==> config.mk <==
export PLATFORM = sky130hd
export DESIGN_NAME = acc_alu
export DESIGN_NICKNAME = d
export VERILOG_FILES = /design/src/rtl/acc_alu.sv
export SDC_FILE = /design/constraint.sdc
export NUM_CORES = 1
export LEC_CHECK = 0
export BUFFER_PORTS_ARGS = -buffer_cell sky130_fd_sc_hd__buf_2
export CAP_MARGIN = 0
export CORE_UTILIZATION = 54
export DETAILED_ROUTE_END_ITERATION = 8
export PLACE_DENSITY_LB_ADDON = 0.2
export SYNTH_ARGS = -nofsm -noshare
export SYNTH_HDL_FRONTEND = slang
export SYNTH_SLANG_ARGS = --single-unit
==> constraint.sdc <==
create_clock -name clk -period 3.33 [get_ports clk]
set_input_delay 0.4995 -clock clk [delete_from_list [all_inputs] [get_ports clk]]
set_output_delay 0.4995 -clock clk [all_outputs]
set_load 0.02 [all_outputs]
==> src/rtl/acc_alu.sv <==
module acc_alu #(
  parameter int NIB = 4
) (
  input  logic             clk,
  input  logic             rst_n,
  input  logic [NIB-1:0]   din_a,
  input  logic [2:0]       fsel,
  output logic [2*NIB-1:0] alu_out,
  output logic [2*NIB-1:0] acc_q
);
  localparam int W = 2 * NIB;

  logic [NIB-1:0] opb;
  assign opb = acc_q[NIB-1:0];

  // ripple-carry chain for code 0
  logic [NIB:0]   cy;
  logic [NIB-1:0] rsum;
  assign cy[0] = 1'b0;
  for (genvar i = 0; i < NIB; i++) begin : g_rca
    assign rsum[i]  = din_a[i] ^ opb[i] ^ cy[i];
    assign cy[i+1]  = (din_a[i] & opb[i]) | (cy[i] & (din_a[i] ^ opb[i]));
  end

  logic [NIB:0] rc_sum, op_sum;
  assign rc_sum = {cy[NIB], rsum};
  assign op_sum = {1'b0, din_a} + {1'b0, opb};

  logic any_one, pop_hit;
  assign any_one = |{din_a, opb};
  assign pop_hit = ($countones(din_a) == 2) && ($countones(opb) == 3);

  always_comb begin
    alu_out = acc_q;
    case (fsel)
      3'd0: alu_out = W'(rc_sum);
      3'd1: alu_out = W'(op_sum);
      3'd2: alu_out = {~(din_a | opb), ~(din_a & opb)};
      3'd3: alu_out = any_one ? {2'b11, {(W-2){1'b0}}} : '0;
      3'd4: alu_out = pop_hit ? {2'b00, {(W-2){1'b1}}} : '0;
      3'd5: alu_out = {opb, ~din_a};
      3'd6: alu_out = {din_a ^ opb, ~(din_a ^ opb)};
      default: alu_out = acc_q;
    endcase
  end

  always_ff @(posedge clk) begin
    if (!rst_n)            acc_q <= '0;
    else if (fsel != 3'd7) acc_q <= alu_out;
  end

  assert_reset_clear_R1: assert property (@(posedge clk)
    !rst_n |=> acc_q == '0);

  assert_capture_R2: assert property (@(posedge clk) disable iff (!rst_n)
    (fsel != 3'd7) |=> acc_q == $past(alu_out));

  assert_adders_agree_R4: assert property (@(posedge clk) disable iff (!rst_n)
    rc_sum == op_sum);

  assert_or_flag_R6: assert property (@(posedge clk) disable iff (!rst_n)
    (fsel == 3'd3) |-> (alu_out == '0 || alu_out == {2'b11, {(W-2){1'b0}}}));

  assert_pop_flag_R7: assert property (@(posedge clk) disable iff (!rst_n)
    (fsel == 3'd4 && alu_out != '0) |-> ($countones(din_a) == 2 && $countones(opb) == 3));

  assert_hold_R10: assert property (@(posedge clk) disable iff (!rst_n)
    (fsel == 3'd7) |=> $stable(acc_q));
endmodule

-- Word-level counts from Yosys, hierarchy flattened
Index checks and enable logic that the tools add are counted.
- register bits: 8
- input bits: 9
- output and inout port bits: 16
- logic and storage cells: 47
- $add $sub $neg: 7
- bitwise logic cells: 24
- eq/ne operators: 9
- reductions and logical operators: 3
- mux-type cells: 3
- operators with widths (kind ; number):
    8-bit case mux with 7 select lines ; 1
    4-bit NOT ; 4
    3-bit by 2-bit == test with 1-bit output, second input constant ; 4
    3-bit == test, second input constant ; 3
    1-bit by 1-bit adder with 2-bit output ; 4
    8-bit two-way mux ; 1
    8-bit OR reduction ; 1
    1-bit bitwise AND ; 7
    1-bit bitwise XOR ; 7
    2-bit by 2-bit adder with 3-bit output ; 2
    6-bit two-way mux ; 1
    4-bit by 4-bit adder with 5-bit output ; 1
    4-bit bitwise AND ; 1
    4-bit OR ; 1
    4-bit bitwise XOR ; 1
    3-bit by 1-bit == test with 1-bit output, second input constant ; 1
    3-bit logical NOT ; 1
    3-bit != test, second input constant ; 1
    1-bit OR ; 3
    1-bit logical AND ; 1

-- Longest topological paths before layout
Gate-level depths: netlist (run 1).
- depth in word-level cells: 8
- gate-level depth with buffers: 9
- gate-level depth less buffers: 9

-- Worst setup path before layout (run 1)
No wires, ideal clock.
- path type: reg-to-output
- start: register acc_q[1]
- end: output port alu_out[0]
- data arrival time: 2667 ps
- path slack: 163 ps
- cell stages (with the launch flop): 10
- buffers on the path: 0
- required time: 2830 ps
- path through: dfxtp_1 inv_1 fa_1 inv_1 ha_1 ha_1 nand4bb_1 nor2_1 a311oi_1 a211oi_1
- cells in the longest elaborated chain, start to end: 6
- RTL lines (item ; line ; source):
    start: declaration ; 9 ; output logic [2*NIB-1:0] acc_q
    start signal: assignment ; 49 ; else if (fsel != 3'd7) acc_q <= alu_out;
    1-bit by 1-bit adder with 2-bit output (implied by the code) ; 31 ; assign pop_hit = ($countones(din_a) == 2) && ($countones(opb) == 3);
    2-bit by 2-bit adder with 3-bit output (implied by the code) ; 31 ;
    3-bit by 2-bit == test with 1-bit output ; 31 ;
    1-bit logical AND ; 31 ;
    6-bit two-way mux ; 40 ; 3'd4: alu_out = pop_hit ? {2'b00, {(W-2){1'b1}}} : '0;
    8-bit case mux with 7 select lines ; 35 ; case (fsel)
    end: declaration ; 8 ; output logic [2*NIB-1:0] alu_out,
No other way between the ends.

-- Worst setup path in the final report (run 1)
- start: input port din_a[1]
- end: output port alu_out[1]
- cells in the longest elaborated chain, start to end: 6
- elaborated cells between the ends (all ways): 14
- classes of those cells: 3 x add/sub; 1 x eq/ne; 2 x mux; 7 x bitwise; 1 x reduce/logical
- RTL lines (item ; line ; source):
    start: declaration ; 6 ; input logic [NIB-1:0] din_a,
    1-bit by 1-bit adder with 2-bit output (implied by the code) ; 31 ;
    2-bit by 2-bit adder with 3-bit output (implied by the code) ; 31 ;
    3-bit by 2-bit == test with 1-bit output ; 31 ;
    1-bit logical AND ; 31 ;
    6-bit two-way mux ; 40 ;
    8-bit case mux with 7 select lines * ; 35 ;
Every way passes the cells marked *; elsewhere a longest branch is shown, timed or not.

==> results.yml, run 1 <==
place:
  place.gp.congestion: 0.859
  io_buffers: 24
  post-place-cells: 182
  dp_hpwl_um: 2250
sta:
  min_period_over_period: 0.960
  finalHoldViolCount: 0
  fmaxAchievable_mhz: 313
  fin_crit_ns: 3.20
  setup_viol: 0
  worst_pin_slew_ns: 0.456
  finalClockSkew_ns: 0.00683
  max_slew_margin: 0.693
  fin_tns_setup_ns: 0
  final-max-slew-violation-count: 0
power_and_ir_drop:
  p_sw_mw: 0.190
  seq_power_share: 0.264
  switching_share: 0.445
  p_total_mw: 0.428
  pwr_density_cell_nw_per_um2: 330
  p_int_mw: 0.238
  pwr-share-comb: 0.549
  p_clk_frac: 0.187
  vdd_drop_max_uv: 240
  leakagePower_nw: 0.622
logic_synthesis:
  synth_fa_ha_area_frac: 0.251
  synth_edf_count: 0
  synth_seq_cells: 8
  synth_nets: 166
  yosys_warnings: 0
  yosysMostFrequentCell: "inv_1"
  seq_area_frac_synth: 0.146
  synth-simple-area-share: 0.227
  synthesis.area_um2: 1100
  synth_ff_type: "dfxtp_1"
  synthXorXnorAreaFrac: 0.00798
  synth_largest_area_cell: "ha_1"
  synth_compound_area_frac: 0.246
  synth_area_leaders: "ha_1 16%, dfxtp_1 15%, fa_1 9.1%"
  ys_top_cells_by_count: "16 x inv_1, 14 x ha_1, 12 x nand2_1, 8 x dfxtp_1, 7 x a21oi_1"
  synth_cell_types: 41
  synth_top_area_share: 0.160
  syn_avg_cell_area_um2: 7.95
  synth_top_family_by_area: "adder cells"
  synthMuxAreaShare: 0.0365
  ys_async_sr_fraction: 0
  synthCells: 138
clock_network:
  clkSinkCount: 8
  cts_buffers: 3
  cts_buffer_depth: 2
  root_buffer: "clkbuf_4"
  htree_num_levels: 1
  cts_setup_buffers: 0
  cts_tree: "built"
  clkTransAtPathRegs_ns: 0.05
  clkLatencyLatePin_ns: 0.27
detailed_routing:
  via_per_inst: 6.17
  drt.antenna.violating_nets: 0
  routedWlPerCell_um: 16.9
  wl_met2_um: 1540
  drc: 0
  highest_layer: "met4"
  num_vias: 1141
  met3_length_um: 233
  first_pass_iters: 4
  totalWireLength_um: 3120
  drtIter0Drc: 77
  met1Wirelength_um: 1280
floorplan:
  ios: 25
  core_um2: 1820
  die_y_um: 47.1
  start_util: 0.603
  num_rows: 15
  die_x_um: 47.1
  dieArea_um2: 2220
finish:
  multi_input_area_um2: 885
  final.fill_count: 161
  area_delta_synth_final_pct: 18.2
  final_layout_size_suffix_gt1_frac: 0.244
  largest_reg_flops: 8
  diodes: 0
  regMostFlops: "acc_q"
  regArea_um2: 165
  layout.cells.non_filler: 185
  top_regs: "acc_q x8"
  finish.net_count: 190
  utilization: 0.713
worst_setup_path:
  r2r_start: "acc_q[0]"
  cp_max_fo: 5
  worstSetupPathType: "input port to primary output"
  cp.arrival_ns: 2.70
  end_kind: "primary output"
  crit_path_start: "din_a[1]"
  required_ns: 2.83
  startpoint_type: "input port"
min_path:
  hold_class: "input port to flip-flop"
  min-delay-start: "rst_n"
run_status:
  status: "complete, no violations"
grt:
  overflow: 0
  grt_pass1_vias: 1046
  grt_first_pass_wirelength_um: 4690
  antenna_found_initial: 0
  grt_max_degree: 25
  track_usage: 0.304
job:
  maxCapViolCount: 0
==> timing repair <==
item	CTS	global route
hold buffers	0	0
pin swaps	0	1
endpoints found under the setup margin	1	6
resized for setup	2	7
==> power groups by stage <==
stage	combinational, mW	clock, mW	sequential (mW)
after floorplan	0.138	0	0.124
after global placement	0.205	0	0.114
after detailed placement	0.211	0	0.114
after CTS	0.212	0.0824	0.113
after global routing	0.257	0.0860	0.115
final	0.235	0.0801	0.113
==> area by class of cell <==
type / count / area share
multi-input combinational: 107 / 0.682
clock buffer: 3 / 0.0174
timing repair buffer: 25 / 0.100
inverter: 17 / 0.0492
tap: 25 / 0.0241
sequential: 8 / 0.127
==> placed cells by master (no fill, tap or decap), drive strengths merged, types with 4 or more instances in the layout <==
cell type  count
buf           25
inv           17
o21ai          6
a21oi          7
nand2b         5
fa             5
nor2b          5
a211oi         4
nor2           6
ha            14
mux2i          4
nand2         12
dfxtp          8
==> through the flow <==
step                      area [um2]  setup WS, ns  hold slack, ns
final                           1300         0.134           0.484
after global routing            1300      -0.00704           0.497
after CTS                       1250        0.0304           0.478
after detailed placement        1230        0.0827           0.560
after global placement          1230         0.159           0.545
after floorplan                 1100         0.163           0.615
==> worst max-delay path, cell delays in order <==
cell and delay (ns):
buf_2 0.13, inv_1 0.09, fa_1 0.51, inv_1 0.04
ha_1 0.20, ha_4 0.29, nand4bb_4 0.13, o31a_1 0.25
o221a_1 0.27, nor2_1 0.11, buf_4 0.15
==> cell families after synthesis <==
family          count (synthesis)
buf+inv                        23
xor+xnor                        1
compound gates                 37
simple gates                   46
fa+ha+maj                      19
mux                             4
flops                           8
==> metal layers <==
| layer | global-route usage | up-vias |
|---|---|---|
| met5 | 0 | - |
| met1 | 0.389 | 531 |
| met2 | 0.506 | 59 |
| li1 | - | 541 |
| met4 | 0.0914 | 0 |
| met3 | 0.0769 | 10 |
==> final timing paths <==
| kind | to | slack [ns] | depth (start not counted) |
|---|---|---|---|
| setup / recovery | alu_out[1] | 0.13 | 11 |
| hold / removal | acc_q[5] | 0.48 | 2 |
| setup reg to reg | acc_q[0] | 0.88 | 9 |
| hold reg to reg | acc_q[7] | 0.59 | 2 |
No activity file was read; power rests on OpenSTA's default activity.
==> run 2, diff against run 1 <==
--- a/config.mk
+++ b/config.mk
@@ -8,4 +8,5 @@
 export BUFFER_PORTS_ARGS = -buffer_cell sky130_fd_sc_hd__buf_2
 export CAP_MARGIN = 0
+export CORE_ASPECT_RATIO = 1.25
 export CORE_UTILIZATION = 54
 export DETAILED_ROUTE_END_ITERATION = 8
==> constraint.sdc (replaced) <==
create_clock -name clk -period 3.33 [get_ports clk]
set_input_delay 0.333 -clock clk [delete_from_list [all_inputs] [get_ports clk]]
set_output_delay 0.333 -clock clk [all_outputs]
set_load 0.02 [all_outputs]
==> run 2 against run 1 <==
- final area is 4.8% lower
- clock power is 2% lower
- die area hardly changed
- sequential cell count stayed put
- power is 5.4% lower
- cell count is 3.8% lower
- count of clock-buffer cells in the layout stayed put
- first-iteration DRC count is 35% lower
- non-clock buffer count is 1 lower
- worst setup slack better by 0.0051 ns
- clock skew is 0.0011 ns higher
- worst hold slack worse by 0.17 ns
- critical endpoint unchanged
- largest cell class unchanged
- largest power group unchanged
==> results.yml, run 2 (synthesis gave the netlist of run 1 again) <==
finish:
  regArea_um2: 161
  area_delta_synth_final_pct: 12.5
  regMostFlops: "acc_q"
  final.fill_count: 171
  final_layout_size_suffix_gt1_frac: 0.208
  finish.net_count: 189
  top_regs: "acc_q x8"
  largest_reg_flops: 8
  multi_input_area_um2: 843
  diodes: 0
  most-common-layout-cells: "24 x buf_2, 15 x inv_1, 14 x ha_1, 12 x nand2_1"
  layout_commonest_cell: "buf_2"
detailed_routing:
  totalWireLength_um: 2840
  drc: 0
  num_vias: 1112
  drt.antenna.violating_nets: 0
  drtIter0Drc: 50
  via_per_inst: 6.25
  routedWlPerCell_um: 15.9
  first_pass_iters: 5
worst_setup_path:
  required_ns: 3.00
  end_kind: "primary output"
  worstSetupPathType: "flip-flop to primary output"
  startpoint_type: "flip-flop"
  cp_max_fo: 6
  cp.arrival_ns: 2.86
sta:
  rsz0062_at_grt: "false"
  setup_viol: 0
  final-max-slew-violation-count: 0
  fin_hold_ws_ns: 0.314
  fmaxAchievable_mhz: 313
  worst_pin_slew_ns: 0.494
  fin_crit_ns: 3.19
  finalHoldViolCount: 0
  fin_tns_setup_ns: 0
  max_slew_margin: 0.667
  finalClockSkew_ns: 0.00795
  min_period_over_period: 0.958
grt:
  grt_max_degree: 25
  grt_first_pass_wirelength_um: 4690
  track_usage: 0.287
  grt_pass1_vias: 1021
  antenna_found_initial: 0
  overflow: 0
min_path:
  hold_class: "input port to flip-flop"
floorplan:
  die_y_um: 52.4
  num_rows: 17
  dieArea_um2: 2220
  ios: 25
  core_um2: 1830
  start_util: 0.600
  die_x_um: 42.3
place:
  io_buffers: 24
  dp_hpwl_um: 2260
  place.gp.congestion: 0.913
clock_network:
  htree_num_levels: 1
  cts_buffers: 3
  cts_hold_repair.buffers: 0
  clkLatencyLatePin_ns: 0.26
  cts_tree: "built"
  root_buffer: "clkbuf_4"
  cts_buffer_depth: 2
  clkSinkCount: 8
  clkTransAtPathRegs_ns: 0.06
job:
  maxCapViolCount: 0
power_and_ir_drop:
  pwr_density_cell_nw_per_um2: 328
  p_total_mw: 0.405
  vdd_drop_max_uv: 136
  leakagePower_nw: 0.615
run_status:
  status: "complete, no violations"
[run 2: cell types whose count changed in the layout (fill, tap and decap cells not counted)]
| cell | change |
|---|---|
| nand4bb_4 | -1 |
| ha_1 | +2 |
| buf_2 | +1 |
| buf_4 | -2 |
| ha_4 | -2 |
| nand4bb_1 | +1 |
| inv_2 | -1 |
| inv_1 | +1 |
| dfxtp_4 | -1 |
| dfxtp_1 | +1 |
[run 2: metal layers]
| layer | wire length (um) | GRT usage | share of wire |
|---|---|---|---|
| met1 | 1210 | 0.357 | 0.43 |
| met2 | 1380 | 0.474 | 0.49 |
| met3 | 171 | 0.0414 | 0.060 |
| met4 | 69 | 0.161 | 0.024 |
| met5 | 0 | 0 | 0 |
[run 2: repair_timing]
item,4_1_cts,5_1_grt
buffers inserted,0,0
setup endpoints to repair,0,5
gates resized for setup,0,2
[run 2: metrics by stage]
step | util | cells | instance area, um2 | setup slack [ns]
after detailed placement | 0.662 | 175 | 1210 | 0.373
final | 0.675 | 178 | 1230 | 0.139
after CTS | 0.674 | 178 | 1230 | 0.0838
after global routing | 0.675 | 178 | 1230 | 0.00917
after floorplan | - | 138 | 1100 | 0.330
after global placement | 0.662 | 175 | 1210 | 0.420
[run 2: cell type report]
class | instances | area share
Clock buffer | 3 | 0.0182
Inverter | 17 | 0.0517
Sequential cell | 8 | 0.131
Timing Repair Buffer | 24 | 0.0973
Tap cell | 19 | 0.0193
Multi-Input combinational cell | 107 | 0.683
[run 2: where the power goes]
group	leakage, nW	internal, mW	switching (mW)	total (mW)
clock network	0.0138	0.0415	0.0369	0.0784
registers	0.0665	0.105	0.0105	0.115
logic	0.535	0.0801	0.131	0.211
total	0.615	0.226	0.179	0.405
[run 2: critical path: stages (launching register included)]
cell	delay [ns]
dfxtp_1	0.42
inv_1	0.14
fa_1	0.50
inv_1	0.04
ha_1	0.17
ha_1	0.27
nand4bb_1	0.20
o31a_1	0.30
o221a_1	0.25
nor2_1	0.13
buf_2	0.18
[run 2: final timing paths]
check,endpoint,from,slack [ns],cells after the start
hold reg to reg,acc_q[7],acc_q[7],0.58,2
setup / recovery,alu_out[1],acc_q[3],0.14,10
setup reg to reg,acc_q[0],acc_q[3],0.75,9
hold / removal,acc_q[5],rst_n,0.31,2
